## config.mk

```make
export PLATFORM = sky130hd
export DESIGN_NAME = guard_timer
export DESIGN_NICKNAME = d
export VERILOG_FILES = /design/src/rtl/guard_timer_pkg.sv /design/src/rtl/gt_prescaler.sv /design/src/rtl/gt_postcount.sv /design/src/rtl/gt_regs.sv /design/src/rtl/guard_timer.sv
export SDC_FILE = /design/constraint.sdc
export NUM_CORES = 1
export LEC_CHECK = 0
export BUFFER_PORTS_ARGS = -buffer_cell sky130_fd_sc_hd__buf_2
export CORE_AREA = 2 2 125 127
export DETAILED_ROUTE_END_ITERATION = 12
export DIE_AREA = 0 0 127 129
export GPL_TIMING_DRIVEN = 0
export HOLD_SLACK_MARGIN = 0.15
export PLACE_DENSITY = 0.57
export SLEW_MARGIN = 20
export SYNTH_ARGS = -nofsm -noshare
export SYNTH_HDL_FRONTEND = slang
export SYNTH_SLANG_ARGS = --single-unit
```

## constraint.sdc

```tcl
create_clock -name clk -period 3.37 [get_ports clk]
set_input_delay 0 -clock clk [delete_from_list [all_inputs] [get_ports clk]]
set_output_delay 0 -clock clk [all_outputs]
set_load 0.02 [all_outputs]
```

## src/rtl/guard_timer_pkg.sv

```systemverilog
package guard_timer_pkg;
  localparam int unsigned DATA_W   = 32;
  localparam logic [15:0] CLEAR_KEY = 16'h5743;
  localparam int unsigned ON_BIT   = 15;
  localparam int unsigned PS_LSB   = 8;
  localparam int unsigned PS_W     = 5;
  localparam logic [15:0] CTRL_MASK = 16'h9FC1;

  typedef enum logic [2:0] {
    SEL_CTRL, SEL_CTRL_CLR, SEL_CTRL_SET, SEL_STAT, SEL_STAT_CLR, SEL_NONE
  } reg_sel_e;

  function automatic reg_sel_e decode_ofs(logic [7:0] ofs);
    case (ofs)
      8'h00:   return SEL_CTRL;
      8'h04:   return SEL_CTRL_CLR;
      8'h08:   return SEL_CTRL_SET;
      8'h10:   return SEL_STAT;
      8'h14:   return SEL_STAT_CLR;
      default: return SEL_NONE;
    endcase
  endfunction
endpackage

```

## src/rtl/gt_prescaler.sv

```systemverilog
module gt_prescaler #(
  parameter int unsigned DIV = 32
) (
  input  logic clk,
  input  logic rst,
  input  logic en,
  input  logic restart,
  output logic tick
);
  localparam int unsigned PRE_W = (DIV > 2) ? $clog2(DIV) : 1;
  localparam logic [PRE_W-1:0] LAST = PRE_W'(DIV - 1);

  logic [PRE_W-1:0] pre_q;
  logic             clr;

  assign clr  = rst | ~en | restart;
  assign tick = en & ~rst & (pre_q == LAST);

  generate
    if ((DIV & (DIV - 1)) == 0) begin : g_pow2
      always_ff @(posedge clk) begin
        if (clr) pre_q <= '0;
        else     pre_q <= pre_q + PRE_W'(1);
      end
    end else begin : g_any
      always_ff @(posedge clk) begin
        if (clr)       pre_q <= '0;
        else if (tick) pre_q <= '0;
        else           pre_q <= pre_q + PRE_W'(1);
      end
    end
  endgenerate

  // ticks are separated by DIV-1 idle cycles, never back to back
  p_tick_gap_r3: assert property (@(posedge clk) disable iff (rst)
    tick |=> !tick);
endmodule

```

## src/rtl/gt_postcount.sv

```systemverilog
module gt_postcount #(
  parameter int unsigned PS_W = 5
) (
  input  logic            clk,
  input  logic            rst,
  input  logic            en,
  input  logic            tick,
  input  logic            restart,
  input  logic [PS_W-1:0] ps,
  output logic            fire,
  output logic            req
);
  localparam int unsigned CNT_W = 1 << PS_W;
  localparam logic [CNT_W-1:0] ONE = CNT_W'(1);

  logic [CNT_W-1:0] cnt_q;
  logic [CNT_W-1:0] term_m1;

  assign term_m1 = (ONE << ps) - ONE;
  assign fire    = tick & ~restart & ~rst & (cnt_q == term_m1);

  always_ff @(posedge clk) begin
    if (rst || !en || restart) cnt_q <= '0;
    else if (fire)             cnt_q <= '0;
    else if (tick)             cnt_q <= cnt_q + ONE;
  end

  always_ff @(posedge clk) begin
    if (rst) req <= 1'b0;
    else     req <= fire;
  end

  // a disabled timer leaves the count at zero
  p_hold_zero_r2: assert property (@(posedge clk) disable iff (rst)
    !en |=> (cnt_q == '0));
  // a key write restarts the count
  p_key_clears_r4: assert property (@(posedge clk) disable iff (rst)
    restart |=> (cnt_q == '0) && !req);
endmodule

```

## src/rtl/gt_regs.sv

```systemverilog
module gt_regs
  import guard_timer_pkg::*;
#(
  parameter int unsigned ADDR_W = 5
) (
  input  logic              clk,
  input  logic              por_rst,
  input  logic              sys_rst,
  input  logic              bus_en,
  input  logic              bus_wr,
  input  logic [ADDR_W-1:0] bus_addr,
  input  logic [3:0]        bus_be,
  input  logic [DATA_W-1:0] bus_wdata,
  input  logic              fire,
  input  logic              cpu_idle,
  input  logic              cpu_sleep,
  output logic [DATA_W-1:0] bus_rdata,
  output logic              ctrl_on,
  output logic [PS_W-1:0]   ctrl_ps,
  output logic              restart
);
  logic [15:0] ctrl_q, ctrl_n, bmask, wlo;
  logic [2:0]  st_q, st_n, st_clr, st_set;
  logic        lock_q, acc, wr, rd, clr_wdt;
  reg_sel_e    sel;

  assign sel   = decode_ofs(8'(bus_addr));
  assign acc   = bus_en & ~lock_q;
  assign wr    = acc & bus_wr;
  assign rd    = acc & ~bus_wr;
  assign bmask = {{8{bus_be[1]}}, {8{bus_be[0]}}} & CTRL_MASK;
  assign wlo   = bus_wdata[15:0] & bmask;

  always_comb begin
    ctrl_n = ctrl_q;
    if (wr) begin
      case (sel)
        SEL_CTRL:     ctrl_n = (ctrl_q & ~bmask) | wlo;
        SEL_CTRL_SET: ctrl_n = ctrl_q | wlo;
        SEL_CTRL_CLR: ctrl_n = ctrl_q & ~wlo;
        default:      ctrl_n = ctrl_q;
      endcase
    end
  end

  assign restart = wr & (sel == SEL_CTRL) & (bus_be[3:2] == 2'b11)
                 & (bus_wdata[31:16] == CLEAR_KEY);

  assign st_clr  = (wr && sel == SEL_STAT_CLR && bus_be[0]) ? bus_wdata[4:2] : 3'b000;
  assign clr_wdt = st_clr[2];
  assign st_set  = fire ? {1'b1, cpu_sleep, cpu_idle} : 3'b000;
  assign st_n    = (st_q & ~st_clr) | st_set;

  always_ff @(posedge clk) begin
    if (por_rst) st_q <= '0;
    else         st_q <= st_n;
  end

  always_ff @(posedge clk) begin
    if (por_rst || sys_rst) begin
      ctrl_q <= '0;
      lock_q <= 1'b0;
    end else begin
      ctrl_q <= ctrl_n;
      lock_q <= ctrl_q[ON_BIT] & ~ctrl_n[ON_BIT];
    end
  end

  always_ff @(posedge clk) begin
    if (por_rst || sys_rst) begin
      bus_rdata <= '0;
    end else if (rd) begin
      case (sel)
        SEL_CTRL, SEL_CTRL_CLR, SEL_CTRL_SET: bus_rdata <= {16'h0, ctrl_q};
        SEL_STAT, SEL_STAT_CLR:               bus_rdata <= {27'h0, st_q, 2'b00};
        default:                              bus_rdata <= '0;
      endcase
    end
  end

  assign ctrl_on = ctrl_q[ON_BIT];
  assign ctrl_ps = ctrl_q[PS_LSB +: PS_W];

  // a timeout always leaves the cause flag set
  p_fire_flag_r8: assert property (@(posedge clk) disable iff (por_rst)
    fire |=> st_q[2]);
  // the cause flag only falls through a clear write or power-on reset
  p_flag_sticky_r9: assert property (@(posedge clk) disable iff (por_rst)
    (st_q[2] && !clr_wdt) |=> st_q[2]);
  // the cycle after a disable cannot change the control word
  p_lockout_r10: assert property (@(posedge clk) disable iff (por_rst || sys_rst)
    lock_q |=> (ctrl_q == $past(ctrl_q)));
endmodule

```

## src/rtl/guard_timer.sv

```systemverilog
module guard_timer
  import guard_timer_pkg::*;
#(
  parameter int unsigned ADDR_W  = 5,
  parameter int unsigned PRE_DIV = 32
) (
  input  logic              clk,
  input  logic              por_rst,
  input  logic              sys_rst,
  input  logic              bus_en,
  input  logic              bus_wr,
  input  logic [ADDR_W-1:0] bus_addr,
  input  logic [3:0]        bus_be,
  input  logic [DATA_W-1:0] bus_wdata,
  output logic [DATA_W-1:0] bus_rdata,
  input  logic              cpu_idle,
  input  logic              cpu_sleep,
  output logic              wdt_reset_req
);
  logic            rst_any, on, restart, tick, fire;
  logic [PS_W-1:0] ps;

  assign rst_any = por_rst | sys_rst;

  gt_regs #(.ADDR_W(ADDR_W)) u_regs (
    .clk(clk), .por_rst(por_rst), .sys_rst(sys_rst),
    .bus_en(bus_en), .bus_wr(bus_wr), .bus_addr(bus_addr),
    .bus_be(bus_be), .bus_wdata(bus_wdata), .fire(fire),
    .cpu_idle(cpu_idle), .cpu_sleep(cpu_sleep), .bus_rdata(bus_rdata),
    .ctrl_on(on), .ctrl_ps(ps), .restart(restart)
  );

  gt_prescaler #(.DIV(PRE_DIV)) u_pre (
    .clk(clk), .rst(rst_any), .en(on), .restart(restart), .tick(tick)
  );

  gt_postcount #(.PS_W(PS_W)) u_post (
    .clk(clk), .rst(rst_any), .en(on), .tick(tick), .restart(restart),
    .ps(ps), .fire(fire), .req(wdt_reset_req)
  );

  // nothing is requested while the timer is off
  p_off_no_req_r2: assert property (@(posedge clk) disable iff (rst_any)
    !on |=> !wdt_reset_req);
  // the request lasts a single cycle
  p_pulse_one_r3: assert property (@(posedge clk) disable iff (rst_any)
    wdt_reset_req |=> !wdt_reset_req);
endmodule

```

==> summary.md, run 1 <==
| Metric | Value |
|---|---|
| Status | finished with violations |
| Violated checks | negative setup slack |
| Gr ovfl total | 0 |
| Hold Path End | u_regs.ctrl_q[7] |
| Power Dens Cells | 338.6 nW/um^2 |
| Top cell type's share of synthesized area | 33.51% |
| Largest net degree at the start of global routing | 16 |
| Worst Hold Path Cells | 5 |
| RR Endpoint | u_post.cnt_q[24] |
| Fmax | 0.2651 GHz |
| Routability cong. | 0.9010 |
| Critical Path Source | u_regs.ctrl_q[10] |
| Post-DP HPWL | 9.904 mm |
| Worst-path clk slew | 0.06 ns |
| Core area | 14,980 sq um |
| IO Port Bufs | 60 |
| H-Tree Depth | 3 |
| Synth-to-Final Area Change | 34.70% |
| CP required | 3.61 ns |
| ANT cells | 0 |
| Worst setup EP type | flop |
| Worst hold start | bus_be[0] |
| Post-synthesis sequential area ratio | 33.51% |
| Die area | 16,380 sq um |
| Post-synth top cells | 74 x dfxtp_1, 42 x and3_1, 41 x nand2_1, 41 x xnor2_1, 36 x nand3_1 |
| Hold Path Class | in -> reg |
| Via count | 4,503 |
| Drt drc | 0 |
| Placed inst area | 5039 sq um |
| Worst vdd ir | 0.2685 mV |
| Dominant cells by area after synthesis | dfxtp_1 34%, xnor2_1 8.1%, and3_1 5.9% |
| Site Rows | 45 |
| Synth Instances | 546 |
| Initial Util | 29.52% |
| Number of flops mapped to enable cells by yosys | 0 |
| Asr flop ratio synth | 0% |
| Clock Sinks | 74 |
| Net switching power | 0.4866 mW |
| Worst-Margin Slew | 0.9237 ns |
| Reg2reg setup slack | -0.40 ns |
| Mapped Area | 4420 sq um |
| Share of cells above drive strength 1 | 26.40% |
| WL final | 14.09 mm |
| Initial drt markers | 257 |
| Top FF cell, synth | dfxtp_1 |
| Cell-internal power | 1.530 mW |
| Vias in the first global route | 4,264 |
| Root buf cell | clkbuf_16 |
| DRT antenna net count | 0 |
| Sequential power share | 43.4% |
| Max-slew violations | 0 |
| #FFs+latches synth | 74 |
| CTS tree | built |
| Final setup skew | 0.007058 ns |
| Combinational share of power | 6.9% |
| Crit path max fanout | 10 |
| Die Height | 129 microns |
| Final period util | 111.9% |
| First-pass GRT wire length | 21.71 mm |
| Worst skew pair latency | 0.35 ns |
| Worst r2r path cells | 13 |
| Post-route insts no fill | 866 |
| Via-per-instance ratio | 5.200 |
| Die width | 127 microns |
| DR WL/cell | 16.27 microns |
| Synth Area per Inst | 8.096 sq um |
| Crit path kind | reg -> reg |
| Worst endpoint data arrival time | 4.01 ns |
| Final hold vios | 0 |
| Synth area leader | dfxtp_1 |
| Drt pass-1 iters | 5 |
| Source of the worst register-to-register timing path | u_regs.ctrl_q[10] |
| Final Cell Area | 5954 sq um |
| Rel. slew slack | 38.29% |
| Unrepaired setup endpoints after global routing | yes |
| Post-synth cell types | 70 |
| I/O Pins | 81 |
| Final worst slack | -0.4016 ns |
| Maximum clock path buffer count | 2 |
| Critical Path Source Type | flop |
| Leak | 2.313 nW |
| Initial antenna violation count | 0 |
| Most frequent cell after synthesis | dfxtp_1 |
| Final number of setup-violating endpoints | 36 |
| Nets@finish | 725 |
| Reg area | 1490 sq um |
| Tmin final | 3.772 ns |
| # fillers | 1,490 |
| Synth warn | 0 |
| Clock group share of total power | 49.7% |
| Area of the multi-input gates | 2798 sq um |
| CTS Buf Count | 9 |
| MaxCap Viol Count | 0 |
| Net Sw Frac | 24.13% |
| GRT Overall Usage | 16.90% |
| Dpl cells | 809 |
[per-stage QoR]
stage	TNS, ns	utilization, %	setup WS (ns)	hold slack (ns)	total power [mW]
CTS	-14.20	39.08	-0.4326	0.1549	2.029
floorplan	0	-	0.01201	0.06907	0.9687
detailed placement	-16.31	33.64	-0.4957	0.2444	1.010
global route	-16.20	39.76	-0.4930	0.2068	2.090
global placement	-17.23	33.64	-0.5154	0.2408	1.008
finish	-13.01	39.76	-0.4016	0.1719	2.016
[repair_timing]
action	in CTS	in global routing
buffers inserted	10	2
endpoints found under the hold margin	29	0
hold buffers	28	0
setup endpoints to repair	36	36
gates resized for setup	38	21
gates cloned	3	0
pin swaps	12	7
[layout make-up]
| cell class | count | area share [%] |
|---|---|---|
| buffer | 55 | 5.694 |
| clock buffer | 9 | 3.782 |
| clock inverter | 7 | 1.408 |
| inverter | 13 | 0.8615 |
| multi-input combinational | 417 | 46.98 |
| sequential | 74 | 25.03 |
| tap | 188 | 3.950 |
| timing repair buffer | 103 | 12.29 |
[power by group through the flow]
stage / sequential (mW) / clock [mW] / combinational (mW)
floorplan: 0.897 / 0 / 0.0715
global placement: 0.896 / 0 / 0.112
detailed placement: 0.896 / 0 / 0.114
CTS: 0.876 / 1.02 / 0.135
global route: 0.874 / 1.07 / 0.150
finish: 0.875 / 1.00 / 0.139
[cells in the final DEF (no fill, tap or decap), types with 17 or more instances in the layout]
master and n:
a21oi_1 31, nor2_1 23, nand3_1 36, and3_1 17
buf_4 25, buf_2 68, xnor2_1 40, and3_4 26
clkbuf_1 19, dlygate4sd3_1 28, o21ai_0 20, nand2_1 41
dfxtp_1 71
[sequential cells by signal, summed over array words and instances (netlist names)]
| name | flops |
|---|---|
| u_post.cnt_q | 32 |
| u_regs.ctrl_q | 16 |
| u_pre.pre_q | 5 |
| u_regs.st_q | 3 |
| u_regs.lock_q | 1 |
| u_post.req | 1 |
| u_regs.bus_rdata | 16 |
[critical path: stages, from the launching register on]
cell and delay (ns):
dfxtp_2 0.33, or3_4 0.39, or3_4 0.39, ha_4 0.18, buf_6 0.14, xnor2_2 0.14, xor2_1 0.15, or3_1 0.30
a222oi_1 0.42, nand4_1 0.20, or4_4 0.56, buf_12 0.16, buf_8 0.12, and3_4 0.16
[layer usage]
metal | vias to the layer above | track usage (%) | wire length (microns)
met5 | - | 0 | 0
met4 | 0 | 6.529 | 259
met3 | 21 | 3.576 | 743
met2 | 142 | 28.78 | 6832
met1 | 2148 | 21.03 | 6256
li1 | 2192 | - | -
[logic make-up (layout without fill, tap and decap cells)]
group | count (synthesis) | in the layout | share of synthesized area (%)
AOI/OAI and AO/OA | 103 | 103 | 15.06
adders and majority gates | 4 | 4 | 1.132
buffers and inverters | 70 | 187 | 8.774
other | 1 | 16 | 0.08483
xor gates and xnor gates | 53 | 53 | 10.50
DFF | 74 | 74 | 33.51
muxes | 3 | 3 | 0.6793
and+or+nand+nor | 238 | 238 | 30.26
[worst max-delay path by stage]
stage / to / slack (ns) / cells past startpoint
global route: u_post.cnt_q[24] / -0.49 / 12
floorplan: u_post.cnt_q[2] / 0.01 / 12
finish: u_post.cnt_q[24] / -0.40 / 13
CTS: u_post.cnt_q[30] / -0.43 / 12
global placement: u_post.cnt_q[16] / -0.52 / 12
detailed placement: u_post.cnt_q[16] / -0.50 / 12
No activity file was read; power rests on OpenSTA's default activity.
==> run 2, diff against run 1 <==
Settings changed: CORE_AREA 2 2 125 127 to 2 2 89 177, DIE_AREA 0 0 127 129 to 0 0 91 179.
==> run 2 against run 1 <==
  * The flow still finishes with violations (negative setup slack)
  * Global-route usage fell by 1.3 points
  * Flip-flop and latch count did not move
  * Critical path depth shrank 1
  * Worst setup slack lost 0.026 ns
  * Cell count increased by 0.69%
  * Die area down 0.57%
  * Combinational power barely moved
  * Largest cell class unchanged
==> summary.md, run 2 (same netlist as run 1, synthesis figures left out) <==
| Metric | Value |
|---|---|
| Drt pass-1 iters | 5 |
| Critical Path Source Type | flop |
| Max reg flops | 32 |
| Hold Path Class | in -> reg |
| Largest net degree at the start of global routing | 14 |
| Final hold vios | 0 |
| CTS tree | built |
| Initial Util | 29.36% |
| Worst-path clk slew | 0.07 ns |
| Clock group share of total power | 52.7% |
| Tmin final | 3.798 ns |
| Post-DP HPWL | 9.405 mm |
| Core area | 15,050 sq um |
| I/O Pins | 81 |
| Final period util | 112.7% |
| Hold WS | 0.1545 ns |
| Die area | 16,290 sq um |
| ANT cells | 0 |
| First-pass GRT wire length | 20.43 mm |
| Final setup skew | 0.009072 ns |
| Net switching power | 0.4708 mW |
| Hold Path End | u_pre.pre_q[3] |
| Final number of setup-violating endpoints | 36 |
| Via count | 4,489 |
| Combinational share of power | 6.4% |
| Initial antenna violation count | 0 |
| Max-slew violations | 0 |
| Worst-Margin Slew | 1.021 ns |
| MaxCap Viol Count | 0 |
| IO Port Bufs | 60 |
| Setup Total Neg Slack | -14.03 ns |
| Crit path max fanout | 5 |
| DR WL/cell | 15.28 microns |
| Routability cong. | 0.8734 |
| Clock Sinks | 74 |
| Power Dens Cells | 359.1 nW/um^2 |
| Largest regs | u_post.cnt_q: 32 flops, u_regs.bus_rdata: 16 flops, u_regs.ctrl_q: 16 flops |
| Status | finished with violations |
| Violated checks | negative setup slack |
| Net Sw Frac | 22.01% |
| Site Rows | 64 |
| Nets@finish | 721 |
| Unrepaired setup endpoints after global routing | yes |
| Most frequent cells in the layout | 72 x dfxtp_1, 67 x buf_2, 41 x nand2_1 |
| H-Tree Depth | 3 |
| Cell-internal power | 1.668 mW |
| Root buf cell | clkbuf_16 |
| Worst endpoint data arrival time | 4.03 ns |
| Commonest non-fill, non-tap cell in the layout | dfxtp_1 |
| Worst hold start | bus_wdata[19] |
| CTS Buf Count | 9 |
| GRT Overall Usage | 15.64% |
| Worst r2r path cells | 12 |
| Fmax | 0.2633 GHz |
| Worst Hold Path Cells | 4 |
| Vias in the first global route | 4,011 |
| Worst vdd ir | 0.4681 mV |
| Reg2reg setup slack | -0.43 ns |
| Maximum clock path buffer count | 2 |
| Share of cells above drive strength 1 | 25.96% |
| # fillers | 1,592 |
| Sequential power share | 40.9% |
| Setup WS pre-CTS | -0.4777 ns |
| DRT antenna net count | 0 |
| Rel. slew slack | 31.80% |
| Gr ovfl total | 0 |
| Leak | 2.305 nW |
| RR Endpoint | u_post.cnt_q[10] |
| Initial drt markers | 330 |
| Crit path kind | reg -> reg |
| Drt drc | 0 |
| Most flop-heavy register | u_post.cnt_q |
| Via-per-instance ratio | 5.148 |
| Die width | 91 microns |
| Worst setup EP type | flop |
| CP required | 3.61 ns |
| Worst skew pair latency | 0.34 ns |
| Die Height | 179 microns |
| Synth-to-Final Area Change | 34.76% |
| Final Cell Area | 5957 sq um |
| Placed inst area | 5051 sq um |
| Final worst slack | -0.4276 ns |
| Source of the worst register-to-register timing path | u_regs.ctrl_q[11] |
| WL final | 13.32 mm |
[run 2: cell count changes in the layout (fill, tap and decap cells not counted), sizes merged, moves of 2 or more]
cell	change
clkbuf	+3
dlygate4sd3	-3
bufinv	+2
buf	-3
inv	-3
[run 2: how the worst max path moves through the flow]
stage	startpoint	to	slack, ns	cells past startpoint
after floorplan	u_regs.ctrl_q[11]	u_post.cnt_q[2]	0.01	12
after global placement	u_regs.ctrl_q[8]	u_post.cnt_q[16]	-0.48	12
after detailed placement	u_regs.ctrl_q[11]	u_post.cnt_q[7]	-0.48	12
after CTS	u_regs.ctrl_q[11]	u_post.cnt_q[17]	-0.45	12
after global routing	u_regs.ctrl_q[11]	u_post.cnt_q[24]	-0.51	12
final	u_regs.ctrl_q[11]	u_post.cnt_q[10]	-0.43	12
[run 2: critical path, stage by stage, from the launching register on]
cell      delay, ns
dfxtp_4        0.34
or3_4          0.40
or3_4          0.36
ha_4           0.18
and2_4         0.15
o211a_1        0.22
or3_1          0.34
a222oi_1       0.47
nand4_1        0.20
or4_4          0.57
buf_6          0.17
buf_6          0.12
and3_4         0.15
[run 2: cell type report]
class / instances / area [sq um] / area share [%]
timing repair buffer: 100 / 713.2 / 11.97
sequential: 74 / 1486 / 24.95
clock inverter: 6 / 112.6 / 1.890
inverter: 13 / 51.30 / 0.8612
multi-input combinational: 417 / 2795 / 46.92
clock buffer: 10 / 229.0 / 3.844
buffer: 54 / 321.6 / 5.398
tap: 198 / 247.7 / 4.159
[run 2: through the flow]
stage / instances / utilization (%) / power [mW]
CTS: 872 / 38.65 / 2.151
detailed placement: 819 / 33.55 / 1.011
finish: 872 / 39.57 / 2.139
floorplan: 561 / - / 0.9687
global route: 872 / 39.57 / 2.198
global placement: 819 / 33.55 / 1.010
[run 2: power by group through the flow]
stage / sequential (mW) / clock [mW] / combinational [mW]
after CTS: 0.876 / 1.14 / 0.136
after global routing: 0.875 / 1.17 / 0.150
after floorplan: 0.897 / 0 / 0.0715
final: 0.876 / 1.13 / 0.137
after detailed placement: 0.896 / 0 / 0.115
after global placement: 0.896 / 0 / 0.114
[run 2: per-layer routing]
layer  track usage [%]  up-vias  wire, microns  part of all wire [%]
met5                 0        -              0                     0
met4             8.018        0            540                   4.1
met3             2.732       36            606                   4.5
met2             25.00      156           6374                    48
met1             20.15     2113           5803                    44
li1                  -     2184              -                     -
[run 2: what timing repair did]
action	in CTS	in global routing
endpoints found under the hold margin	29	0
cloned	3	0
setup buffers	13	1
pin swaps	13	3
hold buffers	25	0
setup endpoints to repair	36	36
resized for setup	27	28
==> run 3, diff against run 2 <==
--- a/config.mk
+++ b/config.mk
@@ -12,5 +12,5 @@
 export GPL_TIMING_DRIVEN = 0
 export HOLD_SLACK_MARGIN = 0.15
-export PLACE_DENSITY = 0.57
+export PLACE_DENSITY = 0.56
 export SLEW_MARGIN = 20
 export SYNTH_ARGS = -nofsm -noshare
==> constraint.sdc (replaced) <==
create_clock -name clk -period 4.8 [get_ports clk]
set_input_delay 0.72 -clock clk [delete_from_list [all_inputs] [get_ports clk]]
set_output_delay 0.72 -clock clk [all_outputs]
set_load 0.02 [all_outputs]
==> run 3 against run 2 <==
  * The flow now finishes without violations
  * Critical endpoint is now u_post.cnt_q[12]
  * Sequential share of layout area is 2.8 points higher
  * Design area decreased by 10%
  * Worst setup slack improved by 1.3 ns
  * Wire length is 6.3% lower
  * Largest cell class unchanged
  * Hold slack better by 0.30 ns
  * First-iteration DRC count increased by 14%
  * Via count down 5.9%
==> summary.md, run 3 (same netlist as run 1, synthesis figures left out) <==
| Metric | Value |
|---|---|
| Largest regs | u_post.cnt_q: 32 flops, u_regs.bus_rdata: 16 flops, u_regs.ctrl_q: 16 flops |
| Final setup skew | 0.005126 ns |
| Resized cells post-CTS | 0 |
| Die area | 16,290 sq um |
| Buf/Inv on CP | 2 |
| DRT antenna net count | 0 |
| Worst vdd ir | 0.2224 mV |
| Post-DP HPWL | 9.549 mm |
| Most frequent cells in the layout | 74 x dfxtp_1, 70 x buf_2, 42 x and3_1 |
| Clock Sinks | 74 |
| H-Tree Depth | 3 |
| Status | completed |
| # fillers | 1,639 |
| Max stage delay cell, worst path | or4_4 |
| Die width | 91 microns |
| Drt drc | 0 |
| Post-route insts no fill | 835 |
| MaxCap Viol Count | 0 |
| # hold bufs at CTS | 0 |
| Crit path kind | reg -> reg |
| WL final | 12.49 mm |
| Final worst slack | 0.8527 ns |
| Largest net degree at the start of global routing | 16 |
| Via-per-instance ratio | 5.061 |
| Cells along the critical path | buf_6, or3_4, or3_4, ha_1, and2_1, o211a_1, or3_1, a222oi_1, nand4_1, or4_4, buf_6, and3_1 |
| Rel. slew slack | 34.02% |
| Worst-path clk slew | 0.06 ns |
| Die Height | 179 microns |
| Critical Path Source Type | flop |
| Max-slew violations | 0 |
| Setup WS pre-CTS | 0.9127 ns |
| Power Dens Cells | 262.7 nW/um^2 |
| Routability cong. | 0.8845 |
| Share of cells above drive strength 1 | 19.62% |
| Commonest non-fill, non-tap cell in the layout | dfxtp_1 |
| Initial drt markers | 377 |
| Postcts setup bufs | 0 |
| CTS Buf Count | 9 |
| CP top delay family | simple AND/OR/NAND/NOR gates |
| Via count | 4,226 |
| Dpl cells | 819 |
| Final number of setup-violating endpoints | 0 |
| Drt pass-1 iters | 7 |
| Worst-Margin Slew | 0.9875 ns |
| Nets@finish | 684 |
| Gr ovfl total | 0 |
| Maximum clock path buffer count | 2 |
| Hold Path Class | reg -> reg |
| Tmin final | 3.947 ns |
| Site Rows | 64 |
| Crit path max fanout | 10 |
| Most flop-heavy register | u_post.cnt_q |
| Vias in the first global route | 3,884 |
| Core area | 15,050 sq um |
| ANT cells | 0 |
| Initial Util | 29.36% |
| Unrepaired setup endpoints after global routing | no |
| Final period util | 82.24% |
| Leak | 2.157 nW |
| IO Port Bufs | 60 |
| I/O Pins | 81 |
| Worst path max stage delay | 0.64 ns |
| DR WL/cell | 14.96 microns |
| GRT Overall Usage | 15.49% |
| Synth-to-Final Area Change | 20.66% |
| Root buf cell | clkbuf_16 |
| Worst endpoint data arrival time | 4.18 ns |
| Fmax | 0.2533 GHz |
| Final hold vios | 0 |
| Max reg flops | 32 |
| Setup Total Neg Slack | 0 ns |
| Initial antenna violation count | 0 |
| Worst setup EP type | flop |
| Core Util, Final | 35.43% |
| First-pass GRT wire length | 20.09 mm |
| CP required | 5.03 ns |
| CTS tree | built |
| Worst skew pair latency | 0.34 ns |
-- run 3: changes by cell type in the layout (fill, tap and decap cells not counted), sizes merged --
cell,delta
buf,-10
clkinv,-1
inv,+3
clkbuf,-3
clkinvlp,+1
bufinv,-2
dlygate4sd3,-25
-- run 3: final timing paths --
path                        start                    to  slack (ns)  depth (start not counted)
min          u_regs.bus_rdata[12]  u_regs.bus_rdata[12]        0.45                          2
max             u_regs.ctrl_q[11]      u_post.cnt_q[12]        0.85                         12
min reg2reg  u_regs.bus_rdata[12]  u_regs.bus_rdata[12]        0.45                          2
max reg2reg     u_regs.ctrl_q[11]      u_post.cnt_q[12]        0.85                         12
-- run 3: tightest hold or removal path, delay by kind of cell (launching register included) --
family / cells / cell delay [ns]
compound gates: 1 / 0.05
simple gates: 1 / 0.05
flops: 1 / 0.30
-- run 3: per-stage QoR --
stage	cell area [sq um]	hold slack [ns]	total power, mW
6_report	5334	0.4496	1.401
5_1_grt	5334	0.4687	1.450
4_1_cts	5334	0.4517	1.414
3_5_place_dp	5025	0.4438	0.7095
3_3_place_gp	5025	0.4380	0.7093
2_1_floorplan	4477	0.4294	0.6798
-- run 3: report_power, final --
part	switching (mW)	total, mW	internal (mW)
clock network	0.292	0.705	0.413
registers	0.000574	0.615	0.615
logic	0.0461	0.0813	0.0352
total	0.339	1.40	1.06
-- run 3: layout make-up --
type | instances | area (sq um) | share of cell area [%]
plain buffers | 57 | 339.1 | 6.357
clock buffers | 9 | 225.2 | 4.222
clock inverters | 7 | 83.83 | 1.572
inverters | 13 | 48.80 | 0.9148
multi-input cells | 417 | 2608 | 48.89
flip-flops and latches | 74 | 1481 | 27.77
well taps | 198 | 247.7 | 4.645
repair buffers | 60 | 300.3 | 5.630
-- run 3: routing by layer --
| metal | up-vias | GRT usage (%) | share of wire [%] |
|---|---|---|---|
| li1 | 2115 | - | - |
| met1 | 1950 | 20.42 | 45 |
| met2 | 127 | 24.04 | 47 |
| met3 | 34 | 3.237 | 4.6 |
| met4 | 0 | 7.513 | 4.1 |
| met5 | - | 0 | 0 |
